`config.mk`:
```
export PLATFORM = sky130hd
export DESIGN_NAME = lin_uart_tx
export DESIGN_NICKNAME = d
export VERILOG_FILES = /design/src/rtl/lin_tx_pkg.sv /design/src/rtl/lin_tx_holdbuf.sv /design/src/rtl/lin_tx_brkctl.sv /design/src/rtl/lin_tx_shifter.sv /design/src/rtl/lin_uart_tx.sv
export SDC_FILE = /design/constraint.sdc
export NUM_CORES = 1
export LEC_CHECK = 0
export ABC_AREA = 0
export BUFFER_PORTS_ARGS = -buffer_cell sky130_fd_sc_hd__clkbuf_2
export CAP_MARGIN = 25
export CORE_MARGIN = 1.5
export CORE_UTILIZATION = 51
export DETAILED_ROUTE_END_ITERATION = 8
export PLACE_DENSITY = 0.86
export SLEW_MARGIN = 20
export SYNTH_ARGS = -nofsm -noshare
export SYNTH_HDL_FRONTEND = slang
export SYNTH_SLANG_ARGS = --single-unit
```
`constraint.sdc`:
```
create_clock -name clk -period 1.4 [get_ports clk]
set_clock_uncertainty 0.05 [all_clocks]
set_input_delay 0.07 -clock clk [delete_from_list [all_inputs] [get_ports clk]]
set_output_delay 0.07 -clock clk [all_outputs]
set_load 0.01 [all_outputs]
```
`src/rtl/lin_tx_pkg.sv`:
```
package lin_tx_pkg;
   typedef enum logic [1:0] {SH_IDLE, SH_START, SH_BODY, SH_STOP} sh_state_t;
   typedef enum logic [1:0] {BRK_NONE, BRK_ARMED, BRK_QUEUED} brk_state_t;
endpackage

```
`src/rtl/lin_tx_holdbuf.sv`:
```
module lin_tx_holdbuf #(
   parameter int DATA_W = 8
) (
   input  logic              clk,
   input  logic              rst_n,
   input  logic              tx_en,
   input  logic              wr_stb,
   input  logic [DATA_W-1:0] wr_data,
   input  logic              mark_brk,
   input  logic              take,
   output logic              full,
   output logic [DATA_W-1:0] data,
   output logic              is_brk,
   output logic              wr_accept
);
   assign wr_accept = tx_en && wr_stb && !full;

   always_ff @(posedge clk) begin
      if (!rst_n) begin
         full   <= 1'b0;
         data   <= '0;
         is_brk <= 1'b0;
      end else if (!tx_en) begin
         full   <= 1'b0;
         is_brk <= 1'b0;
      end else if (take) begin
         full <= 1'b0;
      end else if (wr_accept) begin
         full   <= 1'b1;
         data   <= mark_brk ? '0 : wr_data;
         is_brk <= mark_brk;
      end
   end

   AST_FULL_KEEPS_DATA: assert property (@(posedge clk) disable iff (!rst_n)
      (tx_en && full && !take) |=> (full && $stable(data)));
   AST_TAKE_ONLY_FULL: assert property (@(posedge clk) disable iff (!rst_n)
      take |-> full);
endmodule

```
`src/rtl/lin_tx_brkctl.sv`:
```
module lin_tx_brkctl
   import lin_tx_pkg::*;
(
   input  logic clk,
   input  logic rst_n,
   input  logic tx_en,
   input  logic brk_set,
   input  logic wr_accept,
   input  logic brk_done,
   output logic mark_brk,
   output logic brk_pending
);
   brk_state_t st;

   always_ff @(posedge clk) begin
      if (!rst_n) begin
         st <= BRK_NONE;
      end else if (!tx_en) begin
         st <= BRK_NONE;
      end else begin
         unique case (st)
            BRK_NONE:   if (brk_set)   st <= BRK_ARMED;
            BRK_ARMED:  if (wr_accept) st <= BRK_QUEUED;
            BRK_QUEUED: if (brk_done)  st <= BRK_NONE;
            default:                   st <= BRK_NONE;
         endcase
      end
   end

   assign mark_brk    = (st == BRK_ARMED);
   assign brk_pending = (st != BRK_NONE);

   AST_BRK_CLEAR_CAUSE: assert property (@(posedge clk) disable iff (!rst_n)
      $fell(brk_pending) |-> $past(!tx_en || brk_done));
   AST_BRK_HELD: assert property (@(posedge clk) disable iff (!rst_n)
      (brk_pending && tx_en && !brk_done) |=> brk_pending);
endmodule

```
`src/rtl/lin_tx_shifter.sv`:
```
module lin_tx_shifter
   import lin_tx_pkg::*;
#(
   parameter int DATA_W    = 8,
   parameter int BRK_LEN   = 12,
   parameter bit LSB_FIRST = 1'b1
) (
   input  logic              clk,
   input  logic              rst_n,
   input  logic              tx_en,
   input  logic              baud_tick,
   input  logic              hold_full,
   input  logic [DATA_W-1:0] hold_data,
   input  logic              hold_brk,
   output logic              take,
   output logic              line_bit,
   output logic              busy,
   output logic              brk_done
);
   localparam int BODY_MAX = (BRK_LEN > DATA_W) ? BRK_LEN : DATA_W;
   localparam int CNT_W    = (BODY_MAX > 1) ? $clog2(BODY_MAX) : 1;
   localparam logic [CNT_W-1:0] DATA_LAST = CNT_W'(DATA_W - 1);
   localparam logic [CNT_W-1:0] BRK_LAST  = CNT_W'(BRK_LEN - 1);

   sh_state_t         st;
   logic [DATA_W-1:0] shreg;
   logic [DATA_W-1:0] shreg_nx;
   logic [CNT_W-1:0]  cnt;
   logic              cur_brk;
   logic              out_bit;
   logic              body_last;
   logic              can_load;

   generate
      if (LSB_FIRST) begin : g_lsb
         assign out_bit  = shreg[0];
         assign shreg_nx = shreg >> 1;
      end else begin : g_msb
         assign out_bit  = shreg[DATA_W-1];
         assign shreg_nx = shreg << 1;
      end
   endgenerate

   assign body_last = (cnt == (cur_brk ? BRK_LAST : DATA_LAST));
   assign can_load  = (st == SH_IDLE) || (st == SH_STOP);
   assign take      = tx_en && baud_tick && hold_full && can_load;
   assign brk_done  = tx_en && baud_tick && (st == SH_STOP) && cur_brk;
   assign busy      = (st != SH_IDLE);

   always_comb begin
      unique case (st)
         SH_START: line_bit = 1'b0;
         SH_BODY:  line_bit = out_bit;
         default:  line_bit = 1'b1;
      endcase
   end

   always_ff @(posedge clk) begin
      if (!rst_n) begin
         st      <= SH_IDLE;
         shreg   <= '0;
         cnt     <= '0;
         cur_brk <= 1'b0;
      end else if (!tx_en) begin
         st      <= SH_IDLE;
         cur_brk <= 1'b0;
      end else if (baud_tick) begin
         unique case (st)
            SH_START: begin
               st  <= SH_BODY;
               cnt <= '0;
            end
            SH_BODY: begin
               if (body_last) begin
                  st <= SH_STOP;
               end else begin
                  shreg <= shreg_nx;
                  cnt   <= cnt + 1'b1;
               end
            end
            default: begin
               if (hold_full) begin
                  st      <= SH_START;
                  shreg   <= hold_brk ? '0 : hold_data;
                  cur_brk <= hold_brk;
               end else begin
                  st      <= SH_IDLE;
                  cur_brk <= 1'b0;
               end
            end
         endcase
      end
   end

   AST_START_NEEDS_BYTE: assert property (@(posedge clk) disable iff (!rst_n)
      ($past(st) == SH_IDLE && st != SH_IDLE) |-> $past(hold_full && baud_tick));
   AST_BREAK_BODY_LOW: assert property (@(posedge clk) disable iff (!rst_n)
      (st == SH_BODY && cur_brk) |-> !line_bit);
   AST_BIT_HOLDS_NO_TICK: assert property (@(posedge clk) disable iff (!rst_n)
      (tx_en && !baud_tick) |=> ($stable(st) && $stable(cnt)));
endmodule

```
`src/rtl/lin_uart_tx.sv`:
```
module lin_uart_tx #(
   parameter int DATA_W    = 8,
   parameter int BRK_LEN   = 12,
   parameter bit LSB_FIRST = 1'b1,
   parameter bit REG_OUT   = 1'b0
) (
   input  logic              clk,
   input  logic              rst_n,
   input  logic              tx_en,
   input  logic              brk_set,
   input  logic              wr_stb,
   input  logic [DATA_W-1:0] wr_data,
   input  logic              baud_tick,
   output logic              txd,
   output logic              hold_empty,
   output logic              shift_idle,
   output logic              brk_pending
);
   generate
      if (DATA_W < 1) begin : g_bad_width
         $error("DATA_W must be at least 1");
      end
      if (BRK_LEN < 1) begin : g_bad_brk
         $error("BRK_LEN must be at least 1");
      end
   endgenerate

   logic              hold_full;
   logic [DATA_W-1:0] hold_data;
   logic              hold_brk;
   logic              wr_accept;
   logic              mark_brk;
   logic              take;
   logic              line_bit;
   logic              busy;
   logic              brk_done;

   lin_tx_holdbuf #(.DATA_W(DATA_W)) u_hold (
      .clk(clk), .rst_n(rst_n), .tx_en(tx_en), .wr_stb(wr_stb),
      .wr_data(wr_data), .mark_brk(mark_brk), .take(take),
      .full(hold_full), .data(hold_data), .is_brk(hold_brk),
      .wr_accept(wr_accept)
   );

   lin_tx_brkctl u_brk (
      .clk(clk), .rst_n(rst_n), .tx_en(tx_en), .brk_set(brk_set),
      .wr_accept(wr_accept), .brk_done(brk_done),
      .mark_brk(mark_brk), .brk_pending(brk_pending)
   );

   lin_tx_shifter #(.DATA_W(DATA_W), .BRK_LEN(BRK_LEN), .LSB_FIRST(LSB_FIRST)) u_shift (
      .clk(clk), .rst_n(rst_n), .tx_en(tx_en), .baud_tick(baud_tick),
      .hold_full(hold_full), .hold_data(hold_data), .hold_brk(hold_brk),
      .take(take), .line_bit(line_bit), .busy(busy), .brk_done(brk_done)
   );

   generate
      if (REG_OUT) begin : g_reg_out
         logic txd_q;
         always_ff @(posedge clk) begin
            if (!rst_n) txd_q <= 1'b1;
            else        txd_q <= line_bit;
         end
         assign txd = txd_q;
      end else begin : g_comb_out
         assign txd = line_bit;
      end
   endgenerate

   assign hold_empty = !hold_full;
   assign shift_idle = !busy;

   AST_IDLE_LINE_HIGH: assert property (@(posedge clk) disable iff (!rst_n)
      (shift_idle && $past(shift_idle)) |-> txd);
   AST_DISABLE_FLUSH: assert property (@(posedge clk) disable iff (!rst_n)
      !tx_en |=> (hold_empty && shift_idle && !brk_pending));
endmodule

```
Yosys cells after proc, flatten, opt, wreduce, memory -nomap -nowiden. Index checks and enable logic that the tools add are counted.

Add/sub/neg operators: 1. Multipliers: 0. Div/mod/pow operators: 0. $lt $le $gt $ge: 0. Eq/ne operators: 11. Shift operators: 0. Muxes and demuxes: 17. Bitwise gates (word level): 5. Reductions and logical operators: 26.

Operators by type and width (count): 8-bit 2-to-1 mux (4); 8-bit case mux with 2 select lines (1); 2-bit 2-to-1 mux (4); 4-bit 2-to-1 mux (2); 4-bit case mux with 2 select lines (1); 2-bit AND reduction (4); 2-bit nonzero test (4); 1-bit logical AND (7); 2-bit equality test (second input constant) (3); 2-bit inequality test (second input constant) (3); 2-bit case mux with 3 select lines (1); 3-bit AND reduction (2); 1-bit NOT (5); 5-bit AND reduction (1); 4-bit by 1-bit adder with 4-bit output (second input constant) (1); 2-bit by 1-bit equality test with 1-bit output (second input constant) (2); 4-bit equality test (1); 2-bit zero test (2); 2-bit by 1-bit inequality test with 1-bit output (second input constant) (2); 2-bit case mux with 2 select lines (1); 4-bit AND reduction (1); 3-bit OR reduction (1); 1-bit zero test (2); 1-bit 2-to-1 mux (2); other kinds (3) (3).

Flip-flop bits (word level): 27. Latch bits: 0. RAM bits: 0. Memory bits (read-only): 0. Input port bits: 14. Output and inout port bits: 4. Word-level logic and storage cells: 68. Memories kept: 0.

Depth between registers and ports, before layout. Gate-level depths: netlist of run 1.

Depth after elaboration: 5. Mapped depth: 7. Mapped depth without buffers: 6.

Cells and area by module. Synthesis of run 1 repeated with hierarchy kept, for this count alone.

Cells, all modules: 162. Area, all modules: 1495.2 µm².

Modules (own cells, without submodules): lin_tx_shifter (instances 1, cells an instance 105, area each 920.9 µm², sequential area each 300.3 µm²); lin_tx_holdbuf (instances 1, cells an instance 44, area each 465.4 µm², sequential area each 200.2 µm²); lin_tx_brkctl (instances 1, cells an instance 11, area each 101.3 µm², sequential area each 40.0 µm²); lin_uart_tx (instances 1, cells an instance 2, area each 7.5 µm², sequential area each 0.0 µm²).

Worst setup path after synthesis of run 1. Ideal clock, no wire load.

Path kind: register to register. Start: register u_shift.st[0]. End: register u_shift.shreg[1]. Library setup time: 0.115 ns. Data arrival time: 1.320 ns. Required time: 1.235 ns. Setup slack: -0.084 ns. Cell stages (with the launch flop): 8. Buffers on the path: 1. Clock period less this slack: 1.484 ns. Cells stage by stage: dfxtp_1 inv_1 ha_1 nor2_1 nand3_2 buf_4 o221a_1 o21a_1.

Word-level cells in the longest chain between the ends: 3. Elaborated cells between the ends (all ways): 7. Those cells by class: eq/ne (3); mux (1); bitwise (1); reduce/logical (2).

Ends and longest elaborated chain: start: declaration (RTL line lin_tx_shifter.sv:25) `sh_state_t st;`; start signal: assignment (RTL line lin_tx_shifter.sv:60) `st <= SH_IDLE;`; start signal: assignment (RTL line lin_tx_shifter.sv:65) `st <= SH_IDLE;`; start signal: assignment (RTL line lin_tx_shifter.sv:70) `st <= SH_BODY;`; 2-bit equality test or 2-bit by 1-bit equality test with 1-bit output (tied branches) (RTL line lin_tx_shifter.sv:68) `unique case (st)`; 2-bit inequality test (no line) (tied with other cells); 5-bit AND reduction (no line); end signal: assignment (RTL line lin_tx_shifter.sv:77) `shreg <= shreg_nx;`; end signal: assignment (RTL line lin_tx_shifter.sv:84) `shreg <= hold_brk ? '0 : hold_data;`; end: declaration (RTL line lin_tx_shifter.sv:26) `logic [DATA_W-1:0] shreg;`.

Parallel ways exist; a longest one is shown, timed or not. A chain may end at the register's enable or synchronous reset.

Worst setup path in the final report of run 1.
Start: register u_shift.st[1]. End: register u_shift.shreg[3].

The elaborated chain is that of the path after synthesis.

==> results.sh, run 1 <==
export IMPL_finalMaxSlewViolations=0
export IMPL_detailed_place_area_um2=1660
export IMPL_period_minus_slack_ns=1.57
export IMPL_vias=1451
export IMPL_diodes=0
export IMPL_stdcell_count=233
export IMPL_ir_drop_uv=861
export IMPL_clk_pin_slew_ns=0.15
export IMPL_yosysTopAreaCell="dfxtp_1"
export IMPL_core_area_um2=2540
export IMPL_vias_per_cell=6.23
export IMPL_setup_viol=17
export IMPL_grt_pass1_vias=1392
export IMPL_drive_gt1_share_pct=39.4
export IMPL_worst_pin_slew_ns=0.383
export IMPL_yosysWarnings=0
export IMPL_dieWidth_um=55.7
export IMPL_avgSynthCellArea_um2=9.38
export IMPL_port_buffers=17
export IMPL_arrival_ns=1.76
export IMPL_final_hold_violation_count=0
export IMPL_worst_slack_ns=-0.173
export IMPL_design_area_um2=1990
export IMPL_drc_errors=0
export IMPL_path_class="reg2reg"
export IMPL_max_slew_margin_pct=74.5
export IMPL_pre_cts_slack_ns=-0.150
export IMPL_antenna_left=0
export IMPL_power_density_nw_per_um2=686
export IMPL_start_kind="flip-flop"
export IMPL_synth_fp_nets=170
export IMPL_routedWlPerCell_um=18.4
export IMPL_min_path_type="in2reg"
export IMPL_cts_root_buffer="clkbuf_4"
export IMPL_rsz0062_at_grt="yes"
export IMPL_routabilityCongestion=0.790
export IMPL_ys_seq_area_share_pct=38.2
export IMPL_cp_required_ns=1.59
export IMPL_ys_ff_latch=27
export IMPL_synth_area_leaders="dfxtp_1 38%, a21boi_0 5.3%, nand3_1 4.9%, o221a_1 4.8%, ha_1 4.4%"
export IMPL_grt_max_degree=17
export IMPL_cts_tree="done"
export IMPL_postSynthCellCount=151
export IMPL_cts_inserted_buffers=3
export IMPL_path_max_fanout=5
export IMPL_violations="setup timing"
export IMPL_fillCellCount=123
export IMPL_synth_area_um2=1420
export IMPL_maxCapViolations=0
export IMPL_dp_hpwl_mm=2.23
export IMPL_grt_pass1_wl_mm=6.53
export IMPL_die_height_um=55.7
export IMPL_ys_types=37
export IMPL_dp_cells=208
export IMPL_finalCritPeriodShare_pct=112
export IMPL_antenna_found_initial=0
export IMPL_layout_common_cells="22 x buf_4, 22 x dfxtp_1, 17 x clkbuf_2, 13 x nand2_1, 13 x nand3_1"
export IMPL_h_tree_depth=1
export IMPL_leakage_uw=0.000797
export IMPL_drt_iter0_drc=96
export IMPL_num_nets_final=223
export IMPL_grt_usage_pct=25.8
export IMPL_clock_latency_ns=0.32
export IMPL_status="finished with violations"
export IMPL_overflow=0
export IMPL_cts_max_path_buffers=2
export IMPL_setup_tns_ns=-1.93
export IMPL_power_uw=1360
export IMPL_max_freq_ghz=0.636
export IMPL_rows=18
export IMPL_setup_worst_path_end_class="flip-flop"
export IMPL_boundaryPins=18
export IMPL_wl_mm=4.30
export IMPL_drt_pass1_iterations=4
export IMPL_clock_sinks=27
export IMPL_die_area_um2=3100
export IMPL_area_growth_pct=40.4
export IMPL_start_util_pct=55.7
export IMPL_synth_top_area_share_pct=38.2
[Yosys cell counts (all sizes together)]
cell / count
a2111oi: 1
a211oi: 2
a21boi: 11
a21oi: 6
a31oi: 3
and2: 1
and2b: 7
and3: 1
and4b: 1
buf: 4
clkbuf: 3
dfxtp: 27
ha: 5
inv: 5
mux2i: 2
nand2: 14
nand2b: 1
nand3: 16
nand3b: 2
nand4: 3
nand4b: 2
nand4bb: 1
nor2: 6
nor2b: 2
o211ai: 2
o21a: 6
o21ai: 6
o221a: 6
o221ai: 1
or2: 3
or3b: 1
[flip-flops by register name, summed over array words and instances, names as in the netlist]
| name | count |
|---|---|
| u_shift.cur_brk | 1 |
| u_hold.full | 1 |
| u_shift.shreg | 8 |
| u_hold.is_brk | 1 |
| u_shift.cnt | 4 |
| u_brk.st | 2 |
| u_hold.data | 8 |
| u_shift.st | 2 |
[critical path: stages (launching register included)]
cell,delay [ns]
dfxtp_2,0.40
inv_2,0.06
ha_4,0.18
and2b_2,0.28
nand4_4,0.14
o221a_1,0.29
o21a_1,0.10
[per-layer routing]
| metal | global-route usage [%] | wire [um] | up-vias |
|---|---|---|---|
| li1 | - | - | 658 |
| met1 | 32.6 | 1710 | 710 |
| met2 | 48.3 | 2230 | 71 |
| met3 | 1.63 | 255 | 12 |
| met4 | 4.88 | 102 | 0 |
| met5 | 0 | 0 | - |
[kinds of logic after synthesis]
group                    share of synthesized area (%)
AND/OR/NAND/NOR                                   27.9
AO/OA/AOI/OAI                                     24.2
flip-flops                                        38.2
buffers and inverters                             3.89
adder cells (fa/ha/maj)                           4.42
multiplexers                                      1.41
[what timing repair did]
item,CTS,global route
resized for setup,14,14
setup buffers,5,5
pin swaps,8,17
setup endpoints to repair,16,25
endpoints found under the hold margin,10,0
gates cloned,1,0
hold buffers,10,0
[through the flow]
stage	util, %	hold slack (ns)
2_1_floorplan	-	0.178
3_3_place_gp	65.3	0.266
3_5_place_dp	65.3	0.276
4_1_cts	74.9	0.0589
5_1_grt	78.1	0.0874
6_report	78.1	0.0733
[cell type report]
type | count | area, um2 | share of cell area [%]
well taps | 30 | 37.5 | 1.89
inverters | 5 | 18.8 | 0.944
repair buffers | 54 | 407 | 20.5
clock inverters | 1 | 5.00 | 0.252
clock buffers | 3 | 22.5 | 1.13
flip-flops and latches | 27 | 549 | 27.6
multi-input cells | 113 | 948 | 47.7
[final timing paths]
check / start / to / slack (ns) / depth (start not counted)
max: u_shift.st[1] / u_shift.shreg[3] / -0.17 / 6
min: rst_n / u_shift.cnt[0] / 0.07 / 3
max reg2reg: u_shift.st[1] / u_shift.shreg[3] / -0.17 / 6
min reg2reg: u_hold.data[3] / u_hold.data[3] / 0.43 / 2
[power breakdown]
group	internal, uW	total (uW)	switching, uW
clock network	107	341	234
logic	108	218	110
registers	788	804	16.0
No activity file was read; power rests on OpenSTA's default activity.
==> inputs of run 2 (changes only) <==
--- a/config.mk
+++ b/config.mk
@@ -8,7 +8,7 @@
 export ABC_AREA = 0
 export BUFFER_PORTS_ARGS = -buffer_cell sky130_fd_sc_hd__clkbuf_2
 export CAP_MARGIN = 25
-export CORE_MARGIN = 1.5
+export CORE_MARGIN = 3
 export CORE_UTILIZATION = 51
 export DETAILED_ROUTE_END_ITERATION = 8
 export PLACE_DENSITY = 0.86
==> run 2 against run 1 <==
Largest cell class unchanged. Maximum frequency increased by 1.6%. The run still ends with setup timing left. Final area decreased by 3.0%. Routed wire length decreased by 18%. Die area increased by 11%. First-iteration DRC count decreased by 45%. Critical path depth unchanged. Cell count decreased by 3.0%. Sequential power about the same. Highest routed layer unchanged.
==> results.sh, run 2 (synthesized netlist as in run 1, its figures left out) <==
export IMPL_status="finished with violations"
export IMPL_violations="setup timing"
export IMPL_routedWlPerCell_um=15.5
export IMPL_seq_area_um2=556
export IMPL_grt_max_degree=18
export IMPL_dp_cells=207
export IMPL_clock_latency_ns=0.32
export IMPL_start_util_pct=55.2
export IMPL_worst_pin_slew_ns=0.386
export IMPL_design_area_um2=1930
export IMPL_stdcell_count=226
export IMPL_worst_slack_ns=-0.148
export IMPL_grt_pass1_vias=1384
export IMPL_die_area_um2=3450
export IMPL_maxCapViolations=0
export IMPL_final_common_cell="dfxtp_1"
export IMPL_cp_required_ns=1.59
export IMPL_max_slew_margin_pct=74.2
export IMPL_power_uw=1340
export IMPL_antenna_left=0
export IMPL_port_buffers=17
export IMPL_path_max_fanout=5
export IMPL_cts_inserted_buffers=3
export IMPL_setup_worst_path_end_class="flip-flop"
export IMPL_cts_max_path_buffers=2
export IMPL_start_kind="flip-flop"
export IMPL_layout_common_cells="19 x dfxtp_1, 17 x clkbuf_2, 17 x buf_4, 14 x nand2_1, 13 x nand3_1"
export IMPL_multi_input_area_um2=930
export IMPL_vias=1332
export IMPL_cts_tree="done"
export IMPL_finalCritPeriodShare_pct=111
export IMPL_diodes=0
export IMPL_rows=18
export IMPL_max_freq_ghz=0.646
export IMPL_antenna_found_initial=0
export IMPL_finalMaxSlewViolations=0
export IMPL_dp_hpwl_mm=2.38
export IMPL_setup_tns_ns=-1.15
export IMPL_die_height_um=58.7
export IMPL_power_frac_comb_pct=14.9
export IMPL_rsz0062_at_grt="yes"
export IMPL_arrival_ns=1.74
export IMPL_overflow=0
export IMPL_boundaryPins=18
export IMPL_ir_drop_uv=581
export IMPL_detailed_place_area_um2=1660
export IMPL_final_hold_violation_count=0
export IMPL_grt_usage_pct=22.5
export IMPL_drt_pass1_iterations=4
export IMPL_intPower_uw=996
export IMPL_h_tree_depth=1
export IMPL_vias_per_cell=5.89
export IMPL_p_switching_uw=339
export IMPL_routabilityCongestion=0.756
export IMPL_drc_errors=0
export IMPL_core_area_um2=2570
export IMPL_leakage_uw=0.000772
export IMPL_cts_root_buffer="clkbuf_4"
export IMPL_drt_iter0_drc=53
export IMPL_clk_pin_slew_ns=0.14
export IMPL_min_path_type="in2reg"
export IMPL_area_growth_pct=36.2
export IMPL_setup_viol=13
export IMPL_fillCellCount=176
export IMPL_grt_pass1_wl_mm=6.01
export IMPL_dieWidth_um=58.7
export IMPL_pwr_share_seq_pct=60.0
export IMPL_swShare_pct=25.4
export IMPL_top_regs="u_hold.data x8, u_shift.shreg x8, u_shift.cnt x4"
export IMPL_drive_gt1_share_pct=37.8
export IMPL_power_density_nw_per_um2=692
export IMPL_num_nets_final=216
export IMPL_clkPwrFrac_pct=25.1
export IMPL_path_class="reg2reg"
export IMPL_period_minus_slack_ns=1.55
export IMPL_wl_mm=3.51
export IMPL_clock_sinks=27
[run 2: cell count changes in the layout (fill, tap and decap cells not counted), moves of 2 or more]
cell and delta:
buf_4 -5, inv_4 +2, buf_6 -3, dfxtp_2 +2, dfxtp_1 -3, inv_2 -2
[run 2: per-layer routing]
| metal | up-vias | wire [um] | GRT usage, % |
|---|---|---|---|
| met1 | 650 | 1380 | 23.6 |
| li1 | 643 | - | - |
| met2 | 31 | 1950 | 43.4 |
| met4 | 0 | 53 | 10.0 |
| met5 | - | 0 | 0 |
| met3 | 8 | 128 | 3.29 |
[run 2: final timing paths]
check	startpoint	end	slack, ns	cells after the start
setup reg to reg	u_shift.st[1]	u_shift.shreg[1]	-0.15	6
hold / removal	baud_tick	u_hold.full	0.1	4
setup / recovery	u_shift.st[1]	u_shift.shreg[1]	-0.15	6
hold reg to reg	u_hold.data[7]	u_hold.data[7]	0.43	2
[run 2: final cells by class]
| type | count | area share [%] |
|---|---|---|
| repair buffers | 47 | 18.4 |
| clock buffers | 3 | 1.17 |
| multi-input cells | 113 | 48.2 |
| clock inverters | 1 | 0.259 |
| well taps | 30 | 1.95 |
| flip-flops and latches | 27 | 28.8 |
| inverters | 5 | 1.23 |
[run 2: what timing repair did]
action,4_1_cts,5_1_grt
setup buffers,4,0
pin swaps,5,8
hold buffers,10,0
endpoints found under the setup margin,17,21
gates cloned,1,0
endpoints found under the hold margin,10,0
gates resized for setup,18,9
[run 2: power groups by stage]
stage,Combinational [uW],Sequential [uW],Clock (uW)
after floorplan,100,817,0
after global placement,146,819,0
after detailed placement,155,820,0
after CTS,191,801,347
after global routing,218,805,384
final,198,802,335
[run 2: critical path: stages, from the launching register on]
cell and delay [ns]:
dfxtp_4 0.40, inv_4 0.04, ha_4 0.16, and2b_2 0.27, nand4_4 0.13, o221a_1 0.31, o21a_1 0.10
[run 2: metrics by stage]
stage	setup slack [ns]	util (%)	hold WS (ns)
after floorplan	-0.0105	-	0.178
after global routing	-0.222	75.1	0.0935
after detailed placement	-0.196	64.5	0.277
final	-0.148	75.1	0.0992
after global placement	-0.127	64.5	0.266
after CTS	-0.127	74.4	0.0708
==> inputs of run 3 (changes only) <==
--- a/config.mk
+++ b/config.mk
@@ -6,12 +6,13 @@
 export NUM_CORES = 1
 export LEC_CHECK = 0
 export ABC_AREA = 0
-export BUFFER_PORTS_ARGS = -buffer_cell sky130_fd_sc_hd__clkbuf_2
 export CAP_MARGIN = 25
-export CORE_MARGIN = 3
-export CORE_UTILIZATION = 51
+export CORE_MARGIN = 4
+export CORE_UTILIZATION = 55
+export CTS_CLUSTER_SIZE = 24
 export DETAILED_ROUTE_END_ITERATION = 8
-export PLACE_DENSITY = 0.86
+export DONT_BUFFER_PORTS = 1
+export PLACE_DENSITY = 0.85
 export SLEW_MARGIN = 20
 export SYNTH_ARGS = -nofsm -noshare
 export SYNTH_HDL_FRONTEND = slang
==> run 3 against run 2 <==
The flow finishes with violations (hold timing, setup timing). Global-route usage up 2.8 points. Clock power up 5%. Sequential cell count unchanged. Sequential share of layout area down 0.46 points. Largest cell class unchanged. Largest power group unchanged.
==> results.sh, run 3 (synthesized netlist as in run 1, its figures left out) <==
export IMPL_status="finished with violations"
export IMPL_violations="hold timing, setup timing"
export IMPL_intPower_uw=995
export IMPL_antenna_found_initial=0
export IMPL_cts_tree="done"
export IMPL_maxCapViolations=0
export IMPL_rows=18
export IMPL_fillCellCount=144
export IMPL_hold_path_endpoint="u_hold.is_brk"
export IMPL_cts_max_path_buffers=2
export IMPL_final_common_cell="dfxtp_1"
export IMPL_slowest_delay_ns=0.41
export IMPL_wl_mm=4.43
export IMPL_worst_slack_ns=-0.183
export IMPL_port_buffers=0
export IMPL_max_freq_ghz=0.632
export IMPL_slowest_stage="dfxtp_4"
export IMPL_clock_sinks=27
export IMPL_path_class="reg2reg"
export IMPL_hold_slack_ns=-0.0234
export IMPL_min_path_type="in2reg"
export IMPL_r2r_setup_slack_ns=-0.18
export IMPL_clk_pin_slew_ns=0.15
export IMPL_min_path_cells=3
export IMPL_dieWidth_um=58.7
export IMPL_vias_per_cell=6.45
export IMPL_routedWlPerCell_um=20.5
export IMPL_pwr_share_seq_pct=59.2
export IMPL_r2r_cells=6
export IMPL_clock_latency_ns=0.33
export IMPL_max_slew_margin_pct=44.4
export IMPL_stdcell_count=216
export IMPL_finalCritPeriodShare_pct=113
export IMPL_cts_inserted_buffers=3
export IMPL_design_area_um2=1940
export IMPL_drc_errors=0
export IMPL_top_regs="u_hold.data x8, u_shift.shreg x8, u_shift.cnt x4"
export IMPL_power_frac_comb_pct=14.9
export IMPL_boundaryPins=18
export IMPL_die_height_um=58.7
export IMPL_h_tree_depth=1
export IMPL_grt_usage_pct=25.3
export IMPL_r2r_start="u_shift.st[1]"
export IMPL_cts_root_buffer="clkbuf_4"
export IMPL_detailed_place_area_um2=1590
export IMPL_p_switching_uw=363
export IMPL_vias=1393
export IMPL_critical_path_top_delay_family="flip-flops"
export IMPL_path_buf_inv=1
export IMPL_drt_pass1_iterations=4
export IMPL_drt_iter0_drc=79
export IMPL_overflow=0
export IMPL_finalMaxSlewViolations=0
export IMPL_start_kind="flip-flop"
export IMPL_routabilityCongestion=0.797
export IMPL_num_nets_final=206
export IMPL_setup_viol=15
export IMPL_worst_pin_slew_ns=0.835
export IMPL_cp_required_ns=1.59
export IMPL_ir_drop_uv=846
export IMPL_setup_worst_path_end_class="flip-flop"
export IMPL_diodes=0
export IMPL_period_minus_slack_ns=1.58
export IMPL_path_max_fanout=5
export IMPL_start_util_pct=57.2
export IMPL_layout_common_cells="23 x dfxtp_1, 18 x buf_4, 14 x nand2_1, 14 x nand3_1, 12 x dlygate4sd3_1"
export IMPL_rr_endpoint="u_shift.shreg[6]"
export IMPL_path_cells="inv_4 -> ha_4 -> and2b_2 -> nand4_4 -> o221a_1 -> o21a_1"
export IMPL_dp_hpwl_mm=2.17
export IMPL_rsz0062_at_grt="yes"
export IMPL_arrival_ns=1.77
export IMPL_drive_gt1_share_pct=32.8
export IMPL_die_area_um2=3450
export IMPL_power_density_nw_per_um2=699
export IMPL_core_area_um2=2480
export IMPL_leakage_uw=0.000738
export IMPL_clkPwrFrac_pct=26.0
export IMPL_grt_pass1_vias=1366
export IMPL_grt_pass1_wl_mm=6.76
export IMPL_min_from="tx_en"
export IMPL_final_hold_violation_count=2
export IMPL_antenna_left=0
export IMPL_grt_max_degree=24
export IMPL_dp_cells=192
export IMPL_area_growth_pct=37.2
export IMPL_swShare_pct=26.7
## run 3: power by group through the flow
stage / registers [uW] / clock network (uW) / logic (uW)
final: 803 / 352 / 202
after detailed placement: 819 / 0 / 121
after CTS: 800 / 344 / 169
after global placement: 818 / 0 / 116
after floorplan: 817 / 0 / 100
after global routing: 806 / 383 / 217
## run 3: worst max path at each step
| stage | startpoint | to | slack (ns) | depth (start not counted) |
|---|---|---|---|---|
| finish | u_shift.st[1] | u_shift.shreg[6] | -0.18 | 6 |
| global route | u_shift.st[1] | u_shift.shreg[6] | -0.22 | 6 |
| CTS | u_shift.st[1] | u_shift.shreg[6] | -0.1 | 6 |
| detailed placement | u_shift.st[0] | u_shift.shreg[5] | -0.13 | 7 |
| global placement | u_shift.st[0] | u_shift.shreg[2] | -0.09 | 7 |
| floorplan | u_shift.st[0] | u_shift.shreg[1] | -0.01 | 6 |
## run 3: tightest hold or removal path: cells and delay by family
family,cells,cell delay (ns)
AOI/OAI and AO/OA,1,0.06
and+or+nand+nor,2,0.19
## run 3: cell type report
cell class                      instances  area [um2]  area share, %
Inverter                                5        23.8           1.22
Tap cell                               30        37.5           1.93
Multi-Input combinational cell        113         966           49.7
Clock inverter                          1        7.51          0.386
Clock buffer                            3        22.5           1.16
Sequential cell                        27         551           28.3
Timing Repair Buffer                   37         335           17.3
## run 3: repair_timing
action | in CTS | in global routing
hold endpoints to repair | 27 | 3
hold buffers | 12 | 1
gates resized for setup | 16 | 19
setup endpoints to repair | 16 | 24
gates cloned | 1 | 0
setup buffers | 5 | 1
pin swaps | 6 | 6
## run 3: metal layers
layer	up-vias	GRT usage, %	share of wire, %
met5	-	0	0
met4	0	7.77	4.8
met3	22	3.29	5.1
met2	67	45.4	52
met1	678	31.0	38
li1	626	-	-
## run 3: through the flow
stage	setup slack (ns)	TNS [ns]	hold WS, ns	util [%]	total power, uW
floorplan	-0.0105	-0.0105	0.178	-	917
global placement	-0.0920	-0.580	0.170	64.0	935
detailed placement	-0.128	-1.10	0.175	64.0	940
CTS	-0.0998	-0.749	-0.0383	74.4	1310
global route	-0.224	-2.66	-0.0259	78.4	1410
finish	-0.183	-1.83	-0.0234	78.4	1360
